==> src/rtl/aud_regs_pkg.sv <==
package aud_regs_pkg;
   // word indices (byte offset / 4)
   localparam int W_CTRL = 0;
   localparam int W_MODE = 1;
   localparam int W_STAT = 2;
   localparam int W_SCLR = 3;
   localparam int W_SSET = 4;
   localparam int W_IEN  = 5;
   localparam int W_IDIS = 6;
   localparam int W_IMSK = 7;
   localparam int W_RHR  = 8;
   localparam int W_THR  = 9;
   localparam int W_VER  = 10;

   // control command bits
   localparam int CB_RX_ON  = 0;
   localparam int CB_RX_OFF = 1;
   localparam int CB_CK_ON  = 2;
   localparam int CB_CK_OFF = 3;
   localparam int CB_TX_ON  = 4;
   localparam int CB_TX_OFF = 5;
   localparam int CB_RESET  = 7;

   // status bits
   localparam int SB_RX_ON  = 0;
   localparam int SB_RX_RDY = 1;
   localparam int SB_RX_OVR = 2;
   localparam int SB_TX_ON  = 4;
   localparam int SB_TX_RDY = 5;
   localparam int SB_TX_UND = 6;
   localparam int SB_OVR_CH = 8;
   localparam int SB_UND_CH = 20;

   localparam int MAX_CH = 8;
   localparam logic [31:0] IRQ_SRC = 32'h0000_0066;

   typedef struct packed {
      logic ctrl;
      logic mode;
      logic sclr;
      logic sset;
      logic ien;
      logic idis;
      logic thr;
   } wr_sel_t;
endpackage

==> src/rtl/aud_cmd_enable.sv <==
module aud_cmd_enable #(
   parameter int N = 3
) (
   input  logic         clk,
   input  logic         rst_n,
   input  logic         srst,
   input  logic [N-1:0] on,
   input  logic [N-1:0] off,
   output logic [N-1:0] en_q
);
   for (genvar i = 0; i < N; i++) begin : g_en
      always_ff @(posedge clk or negedge rst_n) begin
         if (!rst_n)      en_q[i] <= 1'b0;
         else if (srst)   en_q[i] <= 1'b0;
         else if (off[i]) en_q[i] <= 1'b0;
         else if (on[i])  en_q[i] <= 1'b1;
      end
   end
endmodule

==> src/rtl/aud_err_flags.sv <==
module aud_err_flags
   import aud_regs_pkg::*;
#(
   parameter int NUM_CH = 8,
   parameter int CH_W   = 3
) (
   input  logic            clk,
   input  logic            rst_n,
   input  logic            srst,
   input  logic [31:0]     clr,
   input  logic [31:0]     set,
   input  logic            ovr_evt,
   input  logic [CH_W-1:0] ovr_ch,
   input  logic            und_evt,
   input  logic [CH_W-1:0] und_ch,
   output logic [31:0]     flags
);
   logic              ovr_q, und_q;
   logic [NUM_CH-1:0] ovr_ch_q, und_ch_q;

   always_ff @(posedge clk or negedge rst_n) begin
      if (!rst_n) begin
         ovr_q <= 1'b0;
         und_q <= 1'b0;
      end else if (srst) begin
         ovr_q <= 1'b0;
         und_q <= 1'b0;
      end else begin
         ovr_q <= (ovr_q & ~clr[SB_RX_OVR]) | set[SB_RX_OVR] | ovr_evt;
         und_q <= (und_q & ~clr[SB_TX_UND]) | set[SB_TX_UND] | und_evt;
      end
   end

   for (genvar c = 0; c < NUM_CH; c++) begin : g_ch
      logic ovr_hit, und_hit;
      assign ovr_hit = ovr_evt && (ovr_ch == CH_W'(c));
      assign und_hit = und_evt && (und_ch == CH_W'(c));
      always_ff @(posedge clk or negedge rst_n) begin
         if (!rst_n) begin
            ovr_ch_q[c] <= 1'b0;
            und_ch_q[c] <= 1'b0;
         end else if (srst) begin
            ovr_ch_q[c] <= 1'b0;
            und_ch_q[c] <= 1'b0;
         end else begin
            ovr_ch_q[c] <= (ovr_ch_q[c] & ~clr[SB_OVR_CH+c]) | set[SB_OVR_CH+c] | ovr_hit;
            und_ch_q[c] <= (und_ch_q[c] & ~clr[SB_UND_CH+c]) | set[SB_UND_CH+c] | und_hit;
         end
      end
   end

   always_comb begin
      flags                      = '0;
      flags[SB_RX_OVR]           = ovr_q;
      flags[SB_TX_UND]           = und_q;
      flags[SB_OVR_CH +: NUM_CH] = ovr_ch_q;
      flags[SB_UND_CH +: NUM_CH] = und_ch_q;
   end
endmodule

==> src/rtl/aud_irq_ctl.sv <==
module aud_irq_ctl
   import aud_regs_pkg::*;
(
   input  logic        clk,
   input  logic        rst_n,
   input  logic        srst,
   input  logic        ien_wr,
   input  logic        idis_wr,
   input  logic [31:0] wdata,
   input  logic [31:0] status,
   output logic [31:0] mask_q,
   output logic        irq
);
   always_ff @(posedge clk or negedge rst_n) begin
      if (!rst_n)       mask_q <= '0;
      else if (srst)    mask_q <= '0;
      else if (ien_wr)  mask_q <= mask_q | (wdata & IRQ_SRC);
      else if (idis_wr) mask_q <= mask_q & ~wdata;
   end

   assign irq = |(status & mask_q);
endmodule

==> src/rtl/aud_port_regs.sv <==
module aud_port_regs
   import aud_regs_pkg::*;
#(
   parameter int          NUM_CH     = 8,
   parameter int          ADDR_W     = 6,
   parameter logic [31:0] VERSION_ID = 32'h0000_0118,
   parameter logic [31:0] MODE_WMASK = 32'hFFFF_FFFF,
   localparam int         CH_W       = (NUM_CH > 1) ? $clog2(NUM_CH) : 1
) (
   input  logic              clk,
   input  logic              rst_n,
   input  logic              bus_wr,
   input  logic              bus_rd,
   input  logic [ADDR_W-1:0] bus_addr,
   input  logic [31:0]       bus_wdata,
   output logic [31:0]       bus_rdata,
   input  logic              rx_push,
   input  logic [31:0]       rx_word,
   input  logic              rx_ovr_evt,
   input  logic [CH_W-1:0]   rx_ovr_ch,
   input  logic              tx_pop,
   input  logic              tx_und_evt,
   input  logic [CH_W-1:0]   tx_und_ch,
   output logic [31:0]       tx_word,
   output logic [31:0]       mode_cfg,
   output logic              rx_en,
   output logic              tx_en,
   output logic              clk_en,
   output logic              irq
);
   if (NUM_CH < 1 || NUM_CH > MAX_CH) begin : g_bad_ch
      $error("aud_port_regs: NUM_CH must be 1..8");
   end
   if (ADDR_W < 6) begin : g_bad_aw
      $error("aud_port_regs: ADDR_W must be at least 6");
   end

   localparam int WI_W = ADDR_W - 2;

   logic [WI_W-1:0] widx;
   wr_sel_t         ws;
   logic            srst, rhr_rd;
   logic [31:0]     mode_q, rx_hold_q, tx_hold_q;
   logic            rxrdy_q, thr_full_q;
   logic [2:0]      cmd_on, cmd_off, en_q;
   logic [31:0]     sclr_v, sset_v, err_flags, status_w, irq_mask;

   assign widx    = bus_addr[ADDR_W-1:2];
   assign ws.ctrl = bus_wr && (widx == WI_W'(W_CTRL));
   assign ws.mode = bus_wr && (widx == WI_W'(W_MODE));
   assign ws.sclr = bus_wr && (widx == WI_W'(W_SCLR));
   assign ws.sset = bus_wr && (widx == WI_W'(W_SSET));
   assign ws.ien  = bus_wr && (widx == WI_W'(W_IEN));
   assign ws.idis = bus_wr && (widx == WI_W'(W_IDIS));
   assign ws.thr  = bus_wr && (widx == WI_W'(W_THR));
   assign rhr_rd  = bus_rd && (widx == WI_W'(W_RHR));
   assign srst    = ws.ctrl && bus_wdata[CB_RESET];

   // enable index: 0 receiver, 1 clock, 2 transmitter
   assign cmd_on  = {3{ws.ctrl}} & {bus_wdata[CB_TX_ON],  bus_wdata[CB_CK_ON],  bus_wdata[CB_RX_ON]};
   assign cmd_off = {3{ws.ctrl}} & {bus_wdata[CB_TX_OFF], bus_wdata[CB_CK_OFF], bus_wdata[CB_RX_OFF]};

   aud_cmd_enable #(.N(3)) u_en (
      .clk  (clk),
      .rst_n(rst_n),
      .srst (srst),
      .on   (cmd_on),
      .off  (cmd_off),
      .en_q (en_q)
   );
   assign rx_en  = en_q[0];
   assign clk_en = en_q[1];
   assign tx_en  = en_q[2];

   assign sclr_v = ws.sclr ? bus_wdata : '0;
   assign sset_v = ws.sset ? bus_wdata : '0;

   aud_err_flags #(.NUM_CH(NUM_CH), .CH_W(CH_W)) u_flags (
      .clk    (clk),
      .rst_n  (rst_n),
      .srst   (srst),
      .clr    (sclr_v),
      .set    (sset_v),
      .ovr_evt(rx_ovr_evt),
      .ovr_ch (rx_ovr_ch),
      .und_evt(tx_und_evt),
      .und_ch (tx_und_ch),
      .flags  (err_flags)
   );

   always_ff @(posedge clk or negedge rst_n) begin
      if (!rst_n) begin
         mode_q     <= '0;
         rx_hold_q  <= '0;
         rxrdy_q    <= 1'b0;
         tx_hold_q  <= '0;
         thr_full_q <= 1'b0;
      end else if (srst) begin
         mode_q     <= '0;
         rx_hold_q  <= '0;
         rxrdy_q    <= 1'b0;
         tx_hold_q  <= '0;
         thr_full_q <= 1'b0;
      end else begin
         if (ws.mode) mode_q <= (mode_q & ~MODE_WMASK) | (bus_wdata & MODE_WMASK);
         if (rx_push) begin
            rx_hold_q <= rx_word;
            rxrdy_q   <= 1'b1;
         end else if (rhr_rd) begin
            rxrdy_q   <= 1'b0;
         end
         if (ws.thr) begin
            tx_hold_q  <= bus_wdata;
            thr_full_q <= 1'b1;
         end else if (tx_pop) begin
            thr_full_q <= 1'b0;
         end
      end
   end

   always_comb begin
      status_w            = err_flags;
      status_w[SB_RX_ON]  = rx_en;
      status_w[SB_RX_RDY] = rxrdy_q;
      status_w[SB_TX_ON]  = tx_en;
      status_w[SB_TX_RDY] = ~thr_full_q;
   end

   aud_irq_ctl u_irq (
      .clk    (clk),
      .rst_n  (rst_n),
      .srst   (srst),
      .ien_wr (ws.ien),
      .idis_wr(ws.idis),
      .wdata  (bus_wdata),
      .status (status_w),
      .mask_q (irq_mask),
      .irq    (irq)
   );

   always_comb begin
      bus_rdata = '0;
      if      (widx == WI_W'(W_MODE)) bus_rdata = mode_q;
      else if (widx == WI_W'(W_STAT)) bus_rdata = status_w;
      else if (widx == WI_W'(W_IMSK)) bus_rdata = irq_mask;
      else if (widx == WI_W'(W_RHR))  bus_rdata = rx_hold_q;
      else if (widx == WI_W'(W_VER))  bus_rdata = VERSION_ID;
   end

   assign tx_word  = tx_hold_q;
   assign mode_cfg = mode_q;
endmodule

==> config.mk <==
export PLATFORM = sky130hd
export DESIGN_NAME = aud_port_regs
export DESIGN_NICKNAME = d
export VERILOG_FILES = /design/src/rtl/aud_regs_pkg.sv /design/src/rtl/aud_cmd_enable.sv /design/src/rtl/aud_err_flags.sv /design/src/rtl/aud_irq_ctl.sv /design/src/rtl/aud_port_regs.sv
export SDC_FILE = /design/constraint.sdc
export NUM_CORES = 1
export LEC_CHECK = 0
export BUFFER_PORTS_ARGS = -buffer_cell sky130_fd_sc_hd__buf_2
export CAP_MARGIN = 30
export CORE_MARGIN = 4
export CORE_UTILIZATION = 45
export CTS_BUF_LIST = sky130_fd_sc_hd__clkbuf_8
export DETAILED_ROUTE_END_ITERATION = 8
export GPL_TIMING_DRIVEN = 0
export PLACE_DENSITY = 0.7
export SYNTH_ARGS = -nofsm -noshare
export SYNTH_HDL_FRONTEND = slang
export SYNTH_SLANG_ARGS = --single-unit
==> constraint.sdc <==
create_clock -name clk -period 1.81 [get_ports clk]
set_input_delay 0.181 -clock clk [delete_from_list [all_inputs] [get_ports clk]]
set_output_delay 0.181 -clock clk [all_outputs]
set_load 0.1 [all_outputs]
[Word-level counts from Yosys, hierarchy flattened]
Index checks and enable logic that the tools add are counted.
Word-level totals
  bits in registers: 151
  bits of input ports: 84
  output and inout bits: 100
  logic and storage cells: 217
Cells by class
  equality and inequality tests: 24
  multiplexer cells: 49
  reductions and logical operators: 38
  bitwise logic cells: 79
Operators by type and width (count)
  32-bit 2-to-1 mux: 13
  28-bit 2-to-1 mux: 2
  1-bit OR: 36
  1-bit 2-to-1 mux: 33
  28-bit by 32-bit bitwise AND with 32-bit output: 1
  32-bit bitwise AND: 1
  32-bit inverter: 1
  32-bit by 7-bit OR with 32-bit output: 1
  32-bit OR reduction: 1
  1-bit logical AND: 25
  3-bit equality test, second input constant: 8
  1-bit inverter: 19
  1-bit bitwise AND: 18
  3-bit nonzero test: 6
  4-bit by 3-bit equality test with 1-bit output, second input constant: 4
  3-bit by 2-bit equality test with 1-bit output, second input constant: 4
  4-bit equality test, second input constant: 3
  9-bit 2-to-1 mux: 1
  4-bit by 2-bit equality test with 1-bit output, second input constant: 2
  3-bit bitwise AND: 2
  3-bit by 1-bit equality test with 1-bit output, second input constant: 2
  3-bit logical NOT: 2
  2-bit nonzero test: 3
  4-bit by 1-bit equality test with 1-bit output, second input constant: 1
  4-bit logical NOT: 1

[Logic depth before layout (Yosys ltp)]
Gate-level depths: netlist of run 1.
  word-level depth: 8
  gate-level depth with buffers: 7
  mapped depth without buffers: 4

[Modules after synthesis]
From an unflattened synthesis of run 1, not the netlist that was laid out.
Second synthesis, totals
  cell total of the unflattened synthesis: 744
  area, all modules: 7679.9 um^2
By module, submodules not included
  aud_port_regs: seq. area each 2452.4 um^2, area each 5180.0 um^2, cells each 500, instances 1
  aud_irq_ctl: seq. area each 800.8 um^2, area each 1373.8 um^2, cells each 128, instances 1
  aud_err_flags: seq. area each 450.4 um^2, area each 1024.7 um^2, cells each 107, instances 1
  aud_cmd_enable: seq. area each 75.1 um^2, area each 101.3 um^2, cells each 9, instances 1

[Worst setup path before layout of run 1]
No wires, ideal clock.
  path kind: input-to-output
  start point: in bus_addr[5]
  end point: out bus_rdata[0]
  data required time: 1.629 ns
  buffers on the path: 2
  setup slack: -0.835 ns
  arrival: 2.464 ns
  cell stages on the path: 5
  path through: buf_2 nor4b_1 clkbuf_1 a221oi_1 nor2_1
On the way
  word-level cells in the longest chain between the ends: 5
  elaborated cells between the ends (all ways): 8
  classes of those cells: eq/ne: 4; mux: 4
Ends and longest elaborated chain
  from (decl): RTL line aud_port_regs.sv:14  | input logic [ADDR_W-1:0] bus_addr,
  4-bit equality test: RTL line aud_port_regs.sv:146  | else if (widx == WI_W'(W_RHR)) bus_rdata = rx_hold_q;
  32-bit 2-to-1 mux: RTL line aud_port_regs.sv:146
  32-bit 2-to-1 mux: RTL line aud_port_regs.sv:145  | else if (widx == WI_W'(W_IMSK)) bus_rdata = irq_mask;
  32-bit 2-to-1 mux: RTL line aud_port_regs.sv:144  | else if (widx == WI_W'(W_STAT)) bus_rdata = status_w;
  32-bit 2-to-1 mux (*): RTL line aud_port_regs.sv:143  | if (widx == WI_W'(W_MODE)) bus_rdata = mode_q;
  to (decl): RTL line aud_port_regs.sv:16  | output logic [31:0] bus_rdata,
Mark *: on every way between the ends. The rest lies on a longest branch, timed or not.

[Worst setup path after layout of run 1]
  start point: reg u_flags.ovr_ch_q[0] (netlist: u_flags.flags[8])
  end point: out irq
On the way
  word-level cells in the longest chain between the ends: 2
Ends and longest elaborated chain
  from (decl): RTL line aud_err_flags.sv:19  | logic [NUM_CH-1:0] ovr_ch_q, und_ch_q;
  from (signal, indexed assignment): RTL line aud_err_flags.sv:46  | ovr_ch_q[c] <= (ovr_ch_q[c] & ~clr[SB_OVR_CH+c]) | set[SB_OVR_CH+c] | ovr_hit;
  28-bit by 32-bit bitwise AND with 32-bit output: RTL line aud_irq_ctl.sv:21  | assign irq = |(status & mask_q);
  32-bit OR reduction: RTL line aud_irq_ctl.sv:21
  to (decl): RTL line aud_port_regs.sv:29  | output logic irq
Every way passes these cells.

==> impl_metrics.ini, run 1 <==
[status]
status = finished with violations
violations = negative setup slack

[drt]
wire_per_inst_um = 21.0
dr.pass1.iters = 5
vias = 7150
wirelength_um = 26200
drc_errors = 0
via_per_inst = 5.73
ant_nets = 0
dr.first_iter.drc_count = 697

[yosys]
ys_seq_area_share_pct = 52.6
syn_area_sq_um = 7180
ys_types = 38
syn_inst = 773
ys_seq_elements = 151
yosysWarnings = 0
synth_edf_count = 0
ys_async_sr_fraction_pct = 100
synthFlopType = dfrtp_1
yosysTopAreaCell = dfrtp_1
synth.avg_cell_area_sq_um = 9.29
synth_commonest_cells = nand2_1 (187), dfrtp_1 (151), a21oi_1 (89)
synthMostInstantiatedCell = nand2_1
synth_area_leaders = dfrtp_1 (53%), nand2_1 (9.8%), a21oi_1 (6.2%)
syn-num-nets = 857
synth.top_cell.area_share_pct = 52.6

[grt]
track_usage_pct = 29.3
grt_pass1_vias = 6929
grt_max_degree = 95
grt_busiest_layer = met2
gr-usage-met2_pct = 45.6
grt_pass1_wl_um = 40300
use_met3_pct = 6.86
grt_use_met1_pct = 41.1
antenna_found_initial = 0
grt_overflow = 0

[cts]
cts_sinks = 151
clockBufferDepth = 2
clkSlewWorstSetupHoldPaths_ns = 0.09
cts_buffers = 17
cts-root-buf = clkbuf_8
htreeDepth = 4
clk_latency_ns = 0.46
cts_tree = built

[sta]
hold_violations = 0
drv_slew = 0
slew_headroom_pct = 40.2
finalSetupViolCount = 15
period_share_pct = 115
rsz0062_at_grt = true
fmax_mhz = 482
skew_ns = 0
setup_slack_ns = -0.264
tightestPinTransition_ns = 0.897
period_minus_slack_ns = 2.07

[layout]
fin_area_sq_um = 10100
drive_gt1_share_pct = 31.4
final_util_pct = 65.3
syn_to_final_growth_pct = 40.3
antennaDiodeCount = 0
fill_cells = 1298
nets = 1108

[floorplan]
die_y_um = 134
rows = 45
dieArea_sq_um = 18000
start_util_pct = 46.5
io_pins = 184
core_region_area_sq_um = 15400
die_w_um = 134

[critical_path]
path_max_fanout = 3
critPathArrivalTime_ns = 1.89
path_cells = a22o_1, a221oi_2, and3_1, nand4_1, buf_12
critical_path_buf_inv_count = 1
cp_slowest_cell = dfrtp_2
critical-path-max-stage-delay_ns = 0.45
end_kind = output port
critPathLaunchType = register
crit_required_ns = 1.63
crit_type = register to output port
crit_family = flip-flops

[pwr]
cellPowerDensity_nw_per_um2 = 1120
peakVddDrop_v = 0.000659
p_leak_nw = 4.93

[place]
hpwl_um = 18300
routabilityCongestion = 0.949
portBuffers = 178
place_area_sq_um = 8590

[hold_path]
hp-class = primary input to register

[run]
cap_violations = 0
## cell usage in the layout, fill, tap and decap left out, types with 3 or more instances in the layout
master,synthesis,final
clkinvlp_4,0,4
clkbuf_4,0,4
nor2_4,0,5
buf_6,11,33
dlygate4sd3_1,0,47
buf_2,17,155
nand4_1,4,4
a221oi_2,0,8
o21a_1,3,3
o21ai_0,34,32
a22o_1,3,3
nand3_2,0,5
bufinv_16,0,4
nand3_1,8,3
nor2_1,62,56
o22ai_1,5,5
a21oi_1,89,89
mux2i_1,32,32
nand2_4,0,12
clkbuf_1,26,17
dfrtp_1,151,141
inv_1,18,18
clkbuf_8,0,22
nand2_2,0,17
o211a_1,16,16
nand2_1,187,158
buf_4,1,12
nor2b_1,12,9
a32oi_1,8,8
buf_12,0,15
and3_1,18,17
and2_1,3,3
a22oi_1,20,19
dfrtp_2,0,9
a211oi_1,4,4
nand2b_1,3,3
a222oi_1,16,16
## final cells by class
cell class	count	area, sq um	share of cell area [%]
inverters	18	67.6	0.671
multi-input cells	549	3330	33.1
repair buffers	233	1770	17.6
flip-flops and latches	151	3790	37.7
well taps	211	264	2.62
plain buffers	54	382	3.79
clock buffers	21	289	2.87
clock inverters	11	169	1.68
## layer usage
layer | part of all wire [%] | up-vias
met4 | 2.0 | 0
met1 | 42 | 3540
li1 | - | 3216
met2 | 48 | 344
met3 | 8.5 | 50
met5 | 0 | -
## tightest hold or removal path: stages
cell and delay (ns):
buf_2 0.15, nand2_1 0.07, a21oi_1 0.05
## stage by stage
step                setup slack (ns)  setup TNS (ns)  total power, mW  hold WS, ns  std cells
floorplan                     -0.458           -1.10             7.26       -0.115        773
global placement               -2.25         -295.15             8.08        0.426       1162
detailed placement            -0.678          -35.44             8.13        0.345       1163
CTS                           -0.314           -1.58             11.3      0.00208       1243
global route                  -0.359           -2.61             11.7      0.00497       1248
finish                        -0.264           -1.18             11.3       0.0261       1248
## where the power goes
group          internal, mW  total, mW  switching [mW]  leakage (nW)
clock                  1.65       2.95            1.30         0.220
sequential             3.84       4.24           0.400          1.89
combinational         0.864       4.14            3.27          2.82
## final timing paths
kind,to,slack [ns],cells past startpoint,from
setup / recovery,irq,-0.26,5,u_flags.flags[8]
hold / removal,tx_word[25],0.03,3,bus_wdata[25]
setup reg to reg,u_flags.flags[14],0.94,2,u_flags.flags[14]
hold reg to reg,u_irq.mask_q[7],0.50,1,u_irq.mask_q[7]
max in group asynchronous,mode_cfg[24],0.60,3,rst_n
min in group asynchronous,tx_word[9],0.39,2,rst_n
## state kept, by name (all words and copies together), names as in the netlist
| register | cells |
|---|---|
| u_flags.und_q | 1 |
| rxrdy_q | 1 |
| tx_word | 32 |
| rx_hold_q | 32 |
| u_en.en_q | 3 |
| u_irq.mask_q | 32 |
| u_flags.flags | 16 |
| u_flags.ovr_q | 1 |
| thr_full_q | 1 |
| mode_cfg | 32 |
## kinds of logic (layout without fill, tap and decap cells)
kind of cell	count (synthesis)	count (layout)	synth area share [%]
DFF	151	151	52.6
buffers and inverters	73	337	5.31
AOI/OAI and AO/OA	210	210	19.0
and+or+nand+nor	307	307	18.6
muxes	32	32	4.46
## timing repair
action,4_1_cts,5_1_grt
setup buffers,2,5
hold buffers,47,0
pin swaps,26,30
hold endpoints to repair,145,0
endpoints found under the setup margin,33,33
resized for setup,96,47
Note: power is estimated with default switching activity, not from simulation.
==> run 2: changes to the inputs <==
--- a/config.mk
+++ b/config.mk
@@ -5,14 +5,17 @@
 export SDC_FILE = /design/constraint.sdc
 export NUM_CORES = 1
 export LEC_CHECK = 0
+export ABC_CLOCK_PERIOD_IN_PS = 1810
 export BUFFER_PORTS_ARGS = -buffer_cell sky130_fd_sc_hd__buf_2
 export CAP_MARGIN = 30
 export CORE_MARGIN = 4
 export CORE_UTILIZATION = 45
 export CTS_BUF_LIST = sky130_fd_sc_hd__clkbuf_8
+export CTS_CLUSTER_DIAMETER = 40
 export DETAILED_ROUTE_END_ITERATION = 8
 export GPL_TIMING_DRIVEN = 0
-export PLACE_DENSITY = 0.7
+export PLACE_DENSITY = 0.69
 export SYNTH_ARGS = -nofsm -noshare
 export SYNTH_HDL_FRONTEND = slang
+export SYNTH_HIERARCHICAL = 1
 export SYNTH_SLANG_ARGS = --single-unit
==> run 2 against run 1 <==
Effect of this change:
- cell count fell by 1.9%
- wire length is 8.1% higher
- largest power group is now combinational cells
- first-iteration DRC count shrank 11%
- design area rose by 7.8%
- worst setup slack worse by 0.15 ns
- global-route usage rose by 1.2 points
- critical endpoint unchanged
- the run still ends with negative setup slack left
- clock skew did not move
==> impl_metrics.ini, run 2 <==
[place]
placedCellCount = 1118
place_area_sq_um = 9210
routabilityCongestion = 0.907
hpwl_um = 19100
portBuffers = 179

[sta]
finalSetupViolCount = 7
drv_slew = 0
setup_slack_ns = -0.418
fin_setup_tns_ns = -0.673
period_share_pct = 123
skew_ns = 0
tightestPinTransition_ns = 0.764
slew_headroom_pct = 49.1
period_minus_slack_ns = 2.23
hold_violations = 0
rsz0062_at_grt = true
fmax_mhz = 449

[layout]
final_cell_mix = buf_2 (156), dfrtp_1 (132), a22o_1 (62), dlygate4sd3_1 (62), nor2_1 (48)
syn_to_final_growth_pct = 45.2
final_cells = 1224
nets = 1079
antennaDiodeCount = 0
fin_area_sq_um = 10900
drive_gt1_share_pct = 36.9
fill_cells = 1195
final_common_cell = buf_2
final_util_pct = 67.6

[grt]
track_usage_pct = 30.5
grt_max_degree = 92
grt_pass1_vias = 7321
antenna_found_initial = 0
grt_pass1_wl_um = 42600
grt_overflow = 0

[critical_path]
end_kind = output port
critical-path-max-stage-delay_ns = 0.58
critPathLaunchType = register
path_max_fanout = 2
critPathArrivalTime_ns = 2.05
reg2reg_depth = 3
cp-endpoint = irq
crit_required_ns = 1.63
cp_slowest_cell = or4_4
crit_type = register to output port
regToRegSetupSlack_ns = 0.87
path_cells = a22oi_2, nand4_1, or4_4, buf_12
cp-startpoint = u_irq/mask_q[14]
r2r_end = u_irq/mask_q[14]
rr_startpoint = u_irq/mask_q[14]

[yosys]
syn_inst = 712
yosysWarnings = 6
syn_area_sq_um = 7480
synth.avg_cell_area_sq_um = 10.5

[cts]
clockBufferDepth = 2
cts-root-buf = clkbuf_8
clkSlewWorstSetupHoldPaths_ns = 0.09
clk_latency_ns = 0.46
cts_tree = built
cts_buffers = 17
cts_sinks = 151
htreeDepth = 4

[pwr]
cellPowerDensity_nw_per_um2 = 1020
p_total_mw = 11.1
peakVddDrop_v = 0.000827
p_leak_nw = 4.94

[floorplan]
dieArea_sq_um = 18700
start_util_pct = 46.6
die_w_um = 137
rows = 46
io_pins = 184
die_y_um = 137
core_region_area_sq_um = 16100

[drt]
dr.pass1.iters = 7
dr.first_iter.drc_count = 620
vias = 7247
drc_errors = 0
wl_met3_um = 2630
routed-wl-met2_um = 13100
top_layer_used = met4
wire_per_inst_um = 23.1
m1WireLength_um = 11800
via_per_inst = 5.92
wirelength_um = 28300
ant_nets = 0

[run]
cap_violations = 0

[status]
violations = negative setup slack
status = finished with violations

[hold_path]
hp-class = primary input to register
## run 2: changes by cell type in the layout (fill, tap and decap cells not counted), moves of 20 or more
cell      before  now
and2_1         3   43
o21ai_0       32    1
a21oi_1       89   31
nand2b_1       3   46
a22oi_2        1   21
a22o_1         3   62
o21ai_4        0   22
nand2_1      158   12
## run 2: worst min path at each step
stage | from | to | slack (ns) | cells after the start
floorplan | rst_n | mode_cfg[0] | -0.11 | 0
global route | bus_wdata[1] | mode_cfg[1] | 0.02 | 2
detailed placement | rst_n | tx_word[2] | 0.20 | 1
CTS | bus_wr | tx_word[7] | 0.003 | 3
finish | bus_wr | tx_word[7] | 0.02 | 3
global placement | bus_wdata[28] | u_irq/mask_q[28] | 0.39 | 2
## run 2: timing repair
item	in CTS	in global routing
hold buffers	62	0
buffers inserted	13	1
setup endpoints to repair	81	61
pin swaps	14	5
hold endpoints to repair	157	0
resized for setup	134	30
## run 2: layer usage
layer	vias to the layer above	global-route usage, %
li1	3191	-
met1	3582	40.7
met2	411	47.9
met3	63	8.20
met4	0	11.5
met5	-	0
## run 2: stage by stage
step	hold WS [ns]	setup WS (ns)
final	0.0227	-0.418
after global routing	0.0222	-0.458
after CTS	0.00303	-0.401
after detailed placement	0.205	-0.894
after global placement	0.393	-2.26
after floorplan	-0.115	-0.379
## run 2: cell type report
class / count / area [sq um] / share of cell area [%]
Sequential cell: 151 / 3810 / 35.1
Inverter: 20 / 75.1 / 0.692
Timing Repair Buffer: 257 / 1980 / 18.2
Tap cell: 216 / 270 / 2.49
Multi-Input combinational cell: 478 / 3820 / 35.2
Clock buffer: 17 / 234 / 2.16
Clock inverter: 15 / 134 / 1.23
Buffer: 70 / 534 / 4.92
## run 2: worst max-delay path: cells and delay by family (launching register included)
family	cells	cell delay (ns)
AND/OR/NAND/NOR	2	0.71
flip-flops	1	0.42
buffers and inverters	1	0.19
AO/OA/AOI/OAI	1	0.26
## run 2: where the power goes
group | internal [mW] | switching (mW) | total [mW]
Clock | 1.00 | 1.46 | 2.47
Sequential | 3.84 | 0.412 | 4.25
Combinational | 1.05 | 3.30 | 4.34
Total | 5.89 | 5.17 | 11.1
==> run 3: changes to the inputs <==
--- a/config.mk
+++ b/config.mk
@@ -8,13 +8,13 @@
 export ABC_CLOCK_PERIOD_IN_PS = 1810
 export BUFFER_PORTS_ARGS = -buffer_cell sky130_fd_sc_hd__buf_2
 export CAP_MARGIN = 30
-export CORE_MARGIN = 4
-export CORE_UTILIZATION = 45
+export CORE_MARGIN = 2
+export CORE_UTILIZATION = 50
 export CTS_BUF_LIST = sky130_fd_sc_hd__clkbuf_8
 export CTS_CLUSTER_DIAMETER = 40
 export DETAILED_ROUTE_END_ITERATION = 8
 export GPL_TIMING_DRIVEN = 0
-export PLACE_DENSITY = 0.69
+export PLACE_DENSITY = 0.75
 export SYNTH_ARGS = -nofsm -noshare
 export SYNTH_HDL_FRONTEND = slang
 export SYNTH_HIERARCHICAL = 1
==> run 3 against run 2 <==
Effect of this change:
- the flow still finishes with violations (negative setup slack)
- register-to-register slack about the same
- count of clock-buffer cells in the layout up 1
- total power up 2.2%
- clock power up 7%
- critical path depth unchanged
- sequential share of layout area down 0.34 points
- clock skew unchanged
==> impl_metrics.ini, run 3 (synthesized netlist as in run 2, its figures left out) <==
[sta]
rsz0062_at_grt = true
hold_ws_ns = 0.0103
drv_slew = 0
fmax_mhz = 458
period_share_pct = 121
skew_ns = 0
slew_headroom_pct = 46.1
fin_setup_tns_ns = -0.582
hold_violations = 0
setup_slack_ns = -0.375
period_minus_slack_ns = 2.19
tightestPinTransition_ns = 0.808
finalSetupViolCount = 6

[cts]
cts_buffers = 17
clk_latency_ns = 0.45
clockBufferDepth = 2
htreeDepth = 4
cts_tree = built
cts-root-buf = clkbuf_8
cts_sinks = 151
clkSlewWorstSetupHoldPaths_ns = 0.09

[critical_path]
crit_type = register to output port
reg2reg_depth = 3
critPathLaunchType = register
end_kind = output port
regToRegSetupSlack_ns = 0.86
crit_required_ns = 1.63
path_max_fanout = 2
critPathArrivalTime_ns = 2.00

[drt]
via_per_inst = 6.16
vias = 7327
wire_per_inst_um = 24.1
ant_nets = 0
wirelength_um = 28700
dr.pass1.iters = 5
drc_errors = 0
dr.first_iter.drc_count = 808

[place]
hpwl_um = 19000
routabilityCongestion = 0.938
portBuffers = 179
placedCellCount = 1085
place_area_sq_um = 9160
post-place-ws_ns = -0.994

[floorplan]
rows = 44
dieArea_sq_um = 15900
io_pins = 184
start_util_pct = 51.2
die_w_um = 126
core_region_area_sq_um = 14600
die_y_um = 126

[layout]
final_cells = 1189
fill_cells = 993
final_cell_mix = buf_2 (154), dfrtp_1 (132), a22o_1 (62), dlygate4sd3_1 (59), nor2_1 (48)
nets = 1075
multi_input_area_sq_um = 3920
regArea_sq_um = 3810
syn_to_final_growth_pct = 46.6
final_common_cell = buf_2
fin_area_sq_um = 11000
final_util_pct = 75.1
drive_gt1_share_pct = 38.2

[grt]
antenna_found_initial = 0
grt_max_degree = 87
grt_pass1_wl_um = 43000
track_usage_pct = 35.6
grt_overflow = 0
grt_pass1_vias = 7420

[pwr]
peakVddDrop_v = 0.000808
p_leak_nw = 4.97
cellPowerDensity_nw_per_um2 = 1030
p_total_mw = 11.3

[status]
violations = negative setup slack
status = finished with violations

[hold_path]
whs_path_depth = 3
hp-class = primary input to register

[run]
cap_violations = 0
-- run 3: changes by cell type in the layout (fill, tap and decap cells not counted), moves of 4 or more --
cell     delta
buf_6       -8
a22oi_1     -7
buf_8       +6
a22oi_2     +7
a32oi_1     -4
inv_6       -6
-- run 3: path summary, 6_finish.rpt --
kind                               endpoint        startpoint
max                                     irq  u_irq/mask_q[25]
min                           rx_hold_q[11]       rx_word[11]
max reg2reg                u_irq/mask_q[14]  u_irq/mask_q[14]
min reg2reg                      tx_word[4]        tx_word[4]
max in group asynchronous      mode_cfg[23]             rst_n
min in group asynchronous     rx_hold_q[11]             rst_n
-- run 3: repair_timing --
action	CTS	global route
buffers inserted	13	0
endpoints found under the hold margin	155	0
hold buffers	59	0
resized for setup	146	43
pin swaps	16	6
endpoints found under the setup margin	81	61
-- run 3: where the power goes --
part | internal, mW | switching, mW | leakage, nW
clock | 1.27 | 1.37 | 0.202
combinational | 1.07 | 3.32 | 2.89
sequential | 3.84 | 0.430 | 1.87
total | 6.18 | 5.13 | 4.97
-- run 3: layer usage --
| metal | part of all wire [%] | global-route usage (%) | up-vias | routed length (um) |
|---|---|---|---|---|
| met5 | 0 | 1.24 | - | 0 |
| met4 | 3.4 | 15.6 | 0 | 980 |
| met3 | 8.3 | 6.80 | 72 | 2380 |
| met2 | 47 | 56.5 | 437 | 13400 |
| met1 | 42 | 48.0 | 3651 | 11900 |
| li1 | - | - | 3167 | - |
-- run 3: cell type report --
class,count,area share [%]
diodes,1,0.0228
clock buffers,18,2.26
clock inverters,14,1.39
inverters,20,0.685
plain buffers,70,5.06
multi-input cells,478,35.8
repair buffers,253,18.0
well taps,184,2.10
flip-flops and latches,151,34.8
-- run 3: worst max-delay path, cell delays in order, from the launching register on --
cell	delay, ns
dfrtp_1	0.43
a22oi_2	0.22
nand4_1	0.12
or4_4	0.59
buf_12	0.19
